<file path="config.mk">
export PLATFORM = sky130hd
export DESIGN_NAME = icap_unit
export DESIGN_NICKNAME = d
export VERILOG_FILES = /design/src/rtl/icap_pkg.sv /design/src/rtl/icap_sync.sv /design/src/rtl/icap_filter.sv /design/src/rtl/icap_edge_cap.sv /design/src/rtl/icap_unit.sv
export SDC_FILE = /design/constraint.sdc
export NUM_CORES = 1
export LEC_CHECK = 0
export ABC_AREA = 1
export ABC_CLOCK_PERIOD_IN_PS = 2870
export BUFFER_PORTS_ARGS = -buffer_cell sky130_fd_sc_hd__buf_2
export CELL_PAD_IN_SITES_DETAIL_PLACEMENT = 0
export CELL_PAD_IN_SITES_GLOBAL_PLACEMENT = 1
export CORE_ASPECT_RATIO = 1.1
export CORE_MARGIN = 2
export CORE_UTILIZATION = 35
export CTS_CLUSTER_DIAMETER = 200
export CTS_CLUSTER_SIZE = 40
export DETAILED_ROUTE_END_ITERATION = 12
export GPL_TIMING_DRIVEN = 1
export PLACE_DENSITY = 0.87
export SLEW_MARGIN = 40
export SYNTH_ARGS = -nofsm -noshare
export SYNTH_HDL_FRONTEND = slang
export SYNTH_SLANG_ARGS = --single-unit
</file>
<file path="constraint.sdc">
create_clock -name clk_i -period 2.87 [get_ports clk_i]
set_input_delay 0.287 -clock clk_i [delete_from_list [all_inputs] [get_ports clk_i]]
set_output_delay 0.287 -clock clk_i [all_outputs]
set_load 0.05 [all_outputs]
</file>
<file path="src/rtl/icap_pkg.sv">
package icap_pkg;
  parameter int unsigned CNT_W       = 16;
  parameter int unsigned SYNC_STAGES = 2;
  parameter int unsigned FILT_LEN    = 4;
endpackage

</file>
<file path="src/rtl/icap_sync.sv">
module icap_sync #(
  parameter int unsigned STAGES = 2
) (
  input  logic clk_i,
  input  logic rst_ni,
  input  logic d_i,
  output logic q_o
);
  logic [STAGES-1:0] sr_q;

  always_ff @(posedge clk_i or negedge rst_ni) begin
    if (!rst_ni) sr_q <= '0;
    else         sr_q <= {sr_q[STAGES-2:0], d_i};
  end

  assign q_o = sr_q[STAGES-1];
endmodule

</file>
<file path="src/rtl/icap_filter.sv">
module icap_filter #(
  parameter int unsigned LEN = 4
) (
  input  logic clk_i,
  input  logic rst_ni,
  input  logic s_i,
  output logic filt_o
);
  localparam int unsigned HW = LEN - 1;

  logic [HW-1:0] hist_q;
  logic [LEN-1:0] win;
  logic          filt_q;

  assign win = {hist_q, s_i};

  always_ff @(posedge clk_i or negedge rst_ni) begin
    if (!rst_ni) begin
      hist_q <= '0;
      filt_q <= 1'b0;
    end else begin
      hist_q <= win[HW-1:0];
      if (&win)       filt_q <= 1'b1;
      else if (~|win) filt_q <= 1'b0;
    end
  end

  assign filt_o = filt_q;

  // accepted level was seen on consecutive samples
  a_r5_filt_steady: assert property (@(posedge clk_i) disable iff (!rst_ni)
    !$stable(filt_q) |-> (filt_q == $past(s_i)) && ($past(s_i) == $past(s_i, 2)));
endmodule

</file>
<file path="src/rtl/icap_edge_cap.sv">
module icap_edge_cap #(
  parameter int unsigned W = 16
) (
  input  logic         clk_i,
  input  logic         rst_ni,
  input  logic         level_i,
  input  logic         rise_sel_i,
  input  logic         clr_i,
  input  logic [W-1:0] count_i,
  output logic [W-1:0] cap_o,
  output logic         flag_o
);
  logic         prev_q;
  logic         flag_q;
  logic [W-1:0] cap_q;
  logic         evt;

  assign evt = (level_i ^ prev_q) & (level_i == rise_sel_i);

  always_ff @(posedge clk_i or negedge rst_ni) begin
    if (!rst_ni) begin
      prev_q <= 1'b0;
      flag_q <= 1'b0;
      cap_q  <= '0;
    end else begin
      prev_q <= level_i;
      if (evt) cap_q <= count_i;
      // set has priority over clear
      if (evt)        flag_q <= 1'b1;
      else if (clr_i) flag_q <= 1'b0;
    end
  end

  assign cap_o  = cap_q;
  assign flag_o = flag_q;

  // register only moves together with a set flag
  a_r1_cap_with_flag: assert property (@(posedge clk_i) disable iff (!rst_ni)
    !$stable(cap_q) |-> flag_q);

  // a new flag follows a level that matches the selected polarity
  a_r2_polarity: assert property (@(posedge clk_i) disable iff (!rst_ni)
    $rose(flag_q) |-> $past(level_i) == $past(rise_sel_i));

  // clear with no level change drops the flag
  a_r6_clear: assert property (@(posedge clk_i) disable iff (!rst_ni)
    clr_i && $stable(level_i) |=> !flag_q);

  // clear never defeats a capture
  a_r6_set_wins: assert property (@(posedge clk_i) disable iff (!rst_ni)
    clr_i && !$stable(cap_q) |-> flag_q);
endmodule

</file>
<file path="src/rtl/icap_unit.sv">
module icap_unit
  import icap_pkg::*;
(
  input  logic             clk_i,
  input  logic             rst_ni,
  input  logic [CNT_W-1:0] count_i,
  input  logic             pin_i,
  input  logic             alt_i,
  input  logic             src_alt_i,
  input  logic             edge_rise_i,
  input  logic             filt_en_i,
  input  logic             irq_en_i,
  input  logic             flag_clr_i,
  output logic [CNT_W-1:0] cap_o,
  output logic             flag_o,
  output logic             irq_o
);
  logic trig_raw, trig_s, trig_f, level;

  assign trig_raw = src_alt_i ? alt_i : pin_i;

  icap_sync #(.STAGES(SYNC_STAGES)) u_sync (
    .clk_i (clk_i), .rst_ni(rst_ni), .d_i(trig_raw), .q_o(trig_s)
  );

  icap_filter #(.LEN(FILT_LEN)) u_filt (
    .clk_i (clk_i), .rst_ni(rst_ni), .s_i(trig_s), .filt_o(trig_f)
  );

  assign level = filt_en_i ? trig_f : trig_s;

  icap_edge_cap #(.W(CNT_W)) u_cap (
    .clk_i     (clk_i),
    .rst_ni    (rst_ni),
    .level_i   (level),
    .rise_sel_i(edge_rise_i),
    .clr_i     (flag_clr_i),
    .count_i   (count_i),
    .cap_o     (cap_o),
    .flag_o    (flag_o)
  );

  assign irq_o = flag_o & irq_en_i;

  // interrupt never raised while masked
  a_r7_irq_masked: assert property (@(posedge clk_i) disable iff (!rst_ni)
    !irq_en_i |-> !irq_o);
endmodule

</file>
==> results of run 1 <==
-- cell families after synthesis --
logic type,Yosys count,share of synthesized area
AO/OA/AOI/OAI,1,0.00785
buffers and inverters,8,0.0444
flip-flops,24,0.627
multiplexers,1,0.0118
AND/OR/NAND/NOR,63,0.309
-- worst max-delay path, delay by kind of cell (launching register included) --
family	cells	cell delay [ps]
flip-flops	1	380
buffers and inverters	2	290
AND/OR/NAND/NOR	1	60
-- power by group through the flow --
stage                     registers, W  logic (W)  clock network, W
final                         0.000497   0.000599          0.000169
after global routing          0.000510   0.000634          0.000193
after CTS                     0.000499   0.000606          0.000176
after detailed placement      0.000503   0.000606                 0
after global placement        0.000501   0.000593                 0
after floorplan               0.000816   0.000142                 0
-- state kept, by name, summed over array words and instances (netlist names) --
name and count:
u_cap.cap_o 16, u_filt.hist_q 3, u_sync.sr_q 2, u_cap.flag_o 1
u_cap.prev_q 1, u_filt.filt_o 1
-- metal layers --
| metal | global-route usage | wire length (um) |
|---|---|---|
| met4 | 0.0549 | 0 |
| met2 | 0.237 | 907 |
| met1 | 0.184 | 904 |
| met5 | 0 | 0 |
| met3 | 0.0279 | 172 |
-- final timing paths --
| kind | start | to | depth (start not counted) |
|---|---|---|---|
| worst max-delay path | u_cap.flag_o | irq_o | 3 |
| worst min-delay path | count_i[14] | u_cap.cap_o[14] | 3 |
| worst max register to register | u_sync.sr_q[1] | u_cap.cap_o[6] | 6 |
| worst min register to register | u_sync.sr_q[0] | u_sync.sr_q[1] | 0 |
| max in group asynchronous | rst_ni | u_cap.cap_o[7] | 2 |
| min in group asynchronous | rst_ni | u_sync.sr_q[0] | 2 |
-- final cells by class --
type | instances | area [sq um]
Multi-Input combinational cell | 65 | 314
Sequential cell | 24 | 601
Clock buffer | 4 | 36.3
Inverter | 5 | 18.8
Timing Repair Buffer | 43 | 220
Tap cell | 31 | 38.8
Fill cell | 251 | 1320
-- per-stage QoR --
step           cells  power, W  utilization  setup WS [ps]
2_1_floorplan     97  0.000958            -           1540
3_3_place_gp     167   0.00109        0.465           1670
3_5_place_dp     167   0.00111        0.465           1620
4_1_cts          172   0.00128        0.483           1530
5_1_grt          172   0.00134        0.483           1500
6_report         172   0.00127        0.483           1550
-- synthesized netlist by cell type --
master,number,area share
mux2_2,1,0.012
inv_1,5,0.020
buf_2,1,0.0052
nand2_4,2,0.024
buf_6,1,0.012
nor2_2,1,0.0065
buf_4,1,0.0078
nand4_1,1,0.0065
nor2_1,3,0.012
nand3_4,1,0.018
nand2_1,37,0.15
nand2_2,2,0.013
nand3_1,16,0.084
o211ai_1,1,0.0078
dfrtp_1,24,0.63
==> flow_summary.ini, run 1 <==
[outcome]
status = completed

[critical_path]
critPathLaunchType = flip-flop
crit_path_cell_trace = nand2_1 > inv_1 > buf_2
worstPathArrival_ps = 1030
ff2ff_setup_slack_ps = 1640
worstSetupPathType = reg2out
path_max_fanout = 3
slowest_delay_ps = 380
critPathSlowestCell = dfrtp_1
cp-end-kind = primary output
required_ps = 2580

[power_and_ir_drop]
p_sw_w = 0.000614
power.share.combinational = 0.473
p_seq_frac = 0.393
power.density_nw_per_um2 = 1030
ir_worst_vdd_mv = 0.593
swShare = 0.485
pwr-share-clk = 0.134
leakagePower_nw = 0.705
p_int_w = 0.000652

[sta]
slew-limit-headroom = 0.657
worstMarginPinSlew_ps = 514
slew_viol_final = 0
tns_ps = 0
setup_viol = 0
hold_violations = 0
period_share = 0.458
min_period_ps = 1320
whs_ps = 171
clock_skew_ps = 1.97
fmax_mhz = 760
rsz0062_at_grt = no

[global_routing]
grt_pass1_vias = 811
antenna_found_initial = 0
globalRouteTotalUtil = 0.144
grt_pass1_wl_mm = 3.40
grt_max_degree = 25
overflow = 0

[floorplanning]
die_h_um = 58.8
die_w_um = 53.9
fp.dieArea_sq_um = 3170
io_pins = 43
rows = 19
coreArea_sq_um = 2540
start_util = 0.376

[clocking]
tritoncts = done
clock-root-buffer = clkbuf_4
clk_pin_slew_ps = 120
hold_buffers = 1
cts_sinks = 24
cts_resized = 0
htree_levels = 1
ctsLongestPathBuffers = 2
postCtsSetupRepairBufs = 0
clk-insertion-delay-late_ps = 300
cts_buffers = 3

[finish]
drive_gt1_frac = 0.376
fin_area_sq_um = 1230
layout_commonest_cell = buf_2
nets = 167
syn2layout_area_growth_pct = 28.4
diodes = 0
layout_common_cells = buf_2 (42), nand2_1 (37), dfrtp_1 (24), nand3_1 (16), inv_1 (5)

[drt]
drc = 0
firstDrtPassIters = 4
wl_per_cell_um = 11.5
vias = 782
dr.first_iter.drc_count = 6
via_per_inst = 4.55
ant_nets = 0
finalWirelength_mm = 1.98

[synthesis]
syn-instance-count = 97
yosys_warnings = 0
avgSynthCellArea_sq_um = 9.87
syn-cell-area_sq_um = 957
syn-num-nets = 122
seq_area_frac_synth = 0.627
ys_ff_latch = 24
synth.distinct_cells = 15

[flow_run]
drv_cap = 0

[worst_hold_path]
hold_class = in2reg

[place]
portBuffers = 42
place_area_sq_um = 1180
globalplace.congestion = 0.648
post-dp-hpwl_mm = 1.51
Note: power is estimated with default switching activity, not from simulation.
==> inputs of run 2 (changes only) <==
--- a/config.mk
+++ b/config.mk
@@ -6,18 +6,18 @@
 export NUM_CORES = 1
 export LEC_CHECK = 0
 export ABC_AREA = 1
-export ABC_CLOCK_PERIOD_IN_PS = 2870
+export ABC_CLOCK_PERIOD_IN_PS = 1330
 export BUFFER_PORTS_ARGS = -buffer_cell sky130_fd_sc_hd__buf_2
 export CELL_PAD_IN_SITES_DETAIL_PLACEMENT = 0
 export CELL_PAD_IN_SITES_GLOBAL_PLACEMENT = 1
 export CORE_ASPECT_RATIO = 1.1
 export CORE_MARGIN = 2
-export CORE_UTILIZATION = 35
+export CORE_UTILIZATION = 33
 export CTS_CLUSTER_DIAMETER = 200
 export CTS_CLUSTER_SIZE = 40
 export DETAILED_ROUTE_END_ITERATION = 12
 export GPL_TIMING_DRIVEN = 1
-export PLACE_DENSITY = 0.87
+export PLACE_DENSITY = 0.83
 export SLEW_MARGIN = 40
 export SYNTH_ARGS = -nofsm -noshare
 export SYNTH_HDL_FRONTEND = slang
==> constraint.sdc (replaced) <==
create_clock -name clk_i -period 1.33 [get_ports clk_i]
set_input_delay 0.133 -clock clk_i [delete_from_list [all_inputs] [get_ports clk_i]]
set_output_delay 0.133 -clock clk_i [all_outputs]
set_load 0.05 [all_outputs]
==> run 2 against run 1 <==
Worst setup slack worse by 1400 ps. Utilization down 4.1 points. Cell count up 0.58%. First-iteration DRC count up 100%. Die area up 5.6%. Non-clock buffer count unchanged. Register-to-register slack worse by 1500 ps. Global-route usage down 2.1 points. Largest cell class unchanged.
==> flow_summary.ini, run 2 (synthesis gave the netlist of run 1 again) <==
[critical_path]
critPathLaunchType = flip-flop
worstSetupPathType = reg2reg
path_max_fanout = 18
ff2ff_path_depth = 6
required_ps = 1530
cp-end-kind = flip-flop
worstPathArrival_ps = 1410

[finish]
layout_commonest_cell = buf_2
syn2layout_area_growth_pct = 27.2
largest_register_ff_count = 16
nets = 167
diodes = 0
final_cells = 173
layout_common_cells = buf_2 (42), nand2_1 (37), dfrtp_1 (24), nand3_1 (16), inv_1 (5)
drive_gt1_frac = 0.371
fin_area_sq_um = 1220

[power_and_ir_drop]
leakagePower_nw = 0.697
swShare = 0.494
ir_worst_vdd_mv = 1.11
pwr-share-clk = 0.113
p_sw_w = 0.00132
p_seq_frac = 0.401
p_int_w = 0.00135
power.share.combinational = 0.486
power.density_nw_per_um2 = 2190

[global_routing]
grt_pass1_vias = 754
globalRouteTotalUtil = 0.122
overflow = 0
grt_max_degree = 25
antenna_found_initial = 0
grt_pass1_wl_mm = 3.25

[sta]
clock_skew_ps = 3.33
min_period_ps = 1210
hold_violations = 0
slew_viol_final = 0
tns_ps = 0
period_share = 0.908
setup_viol = 0
rsz0062_at_grt = no
setup_slack_ps = 123
fmax_mhz = 828
worstMarginPinSlew_ps = 510
slew-limit-headroom = 0.660

[clocking]
clk_pin_slew_ps = 120
cts_buffers = 3
postCtsSetupRepairBufs = 0
clk-insertion-delay-late_ps = 300
ctsLongestPathBuffers = 2
tritoncts = done
clock-root-buffer = clkbuf_4
htree_levels = 1
cts_sinks = 24

[place]
globalplace.congestion = 0.691
place_area_sq_um = 1180
post-dp-hpwl_mm = 1.45
pre_cts_ws_ps = 133
portBuffers = 42
dp_cells = 169

[worst_hold_path]
hold_path_depth = 3
hold_class = in2reg

[drt]
wl_per_cell_um = 11.1
ant_nets = 0
firstDrtPassIters = 4
drc = 0
finalWirelength_mm = 1.91
vias = 787
via_per_inst = 4.55
dr.first_iter.drc_count = 12

[floorplanning]
die_w_um = 55.4
rows = 20
die_h_um = 60.5
fp.dieArea_sq_um = 3350
coreArea_sq_um = 2750
io_pins = 43
start_util = 0.348

[flow_run]
drv_cap = 0

[outcome]
status = completed
==> run 2: changes by cell type in the layout (fill, tap and decap cells not counted), sizes merged <==
cell    before  now
clkbuf       4    3
==> run 2: worst paths after layout <==
kind / from / end / slack, ps
min in group asynchronous: rst_ni / u_cap.cap_o[15] / 320
max in group asynchronous: rst_ni / u_cap.prev_q / 670
worst max register to register: u_sync.sr_q[1] / u_cap.cap_o[4] / 120
worst max-delay path: u_sync.sr_q[1] / u_cap.cap_o[4] / 120
worst min register to register: u_sync.sr_q[0] / u_sync.sr_q[1] / 370
worst min-delay path: count_i[15] / u_cap.cap_o[15] / 20
==> run 2: power groups by stage <==
| stage | Sequential [W] | Clock (W) | Combinational (W) |
|---|---|---|---|
| 2_1_floorplan | 0.00176 | 0 | 0.000306 |
| 3_5_place_dp | 0.00108 | 0 | 0.00130 |
| 3_3_place_gp | 0.00108 | 0 | 0.00128 |
| 6_report | 0.00107 | 0.000300 | 0.00129 |
| 4_1_cts | 0.00107 | 0.000313 | 0.00130 |
| 5_1_grt | 0.00110 | 0.000336 | 0.00138 |
==> run 2: metrics by stage <==
step	util	power, W	hold slack (ps)
6_report	0.442	0.00266	19.1
5_1_grt	0.442	0.00281	15.7
4_1_cts	0.442	0.00269	8.51
3_5_place_dp	0.430	0.00238	136
3_3_place_gp	0.430	0.00236	133
2_1_floorplan	-	0.00207	-163
==> run 2: area by class of cell <==
type / instances / area (sq um)
timing repair buffer: 43 / 220
clock buffer: 3 / 22.5
multi-input combinational: 65 / 314
inverter: 5 / 18.8
sequential: 24 / 601
fill: 304 / 1540
tap: 33 / 41.3
==> run 2: critical path: stages, from the launching register on <==
cell and delay (ps):
dfrtp_1 430, nand2_2 120, nand2_2 80, nand2_4 180, nand2_4 160, nand2_1 90
nand2_1 50
==> run 2: timing repair <==
action / CTS / global route
setup endpoints to repair: 0 / 0
gates resized for setup: 0 / 0
endpoints found under the hold margin: 24 / 0
hold buffers: 1 / 0
==> run 2: metal layers <==
layer  global-route usage  share of wire  vias to the layer above
met1                0.163           0.46                      355
met3               0.0448           0.10                        0
met2                0.192           0.43                       35
li1                     -              -                      397
met5                    0              0                        -
met4               0.0314              0                        0
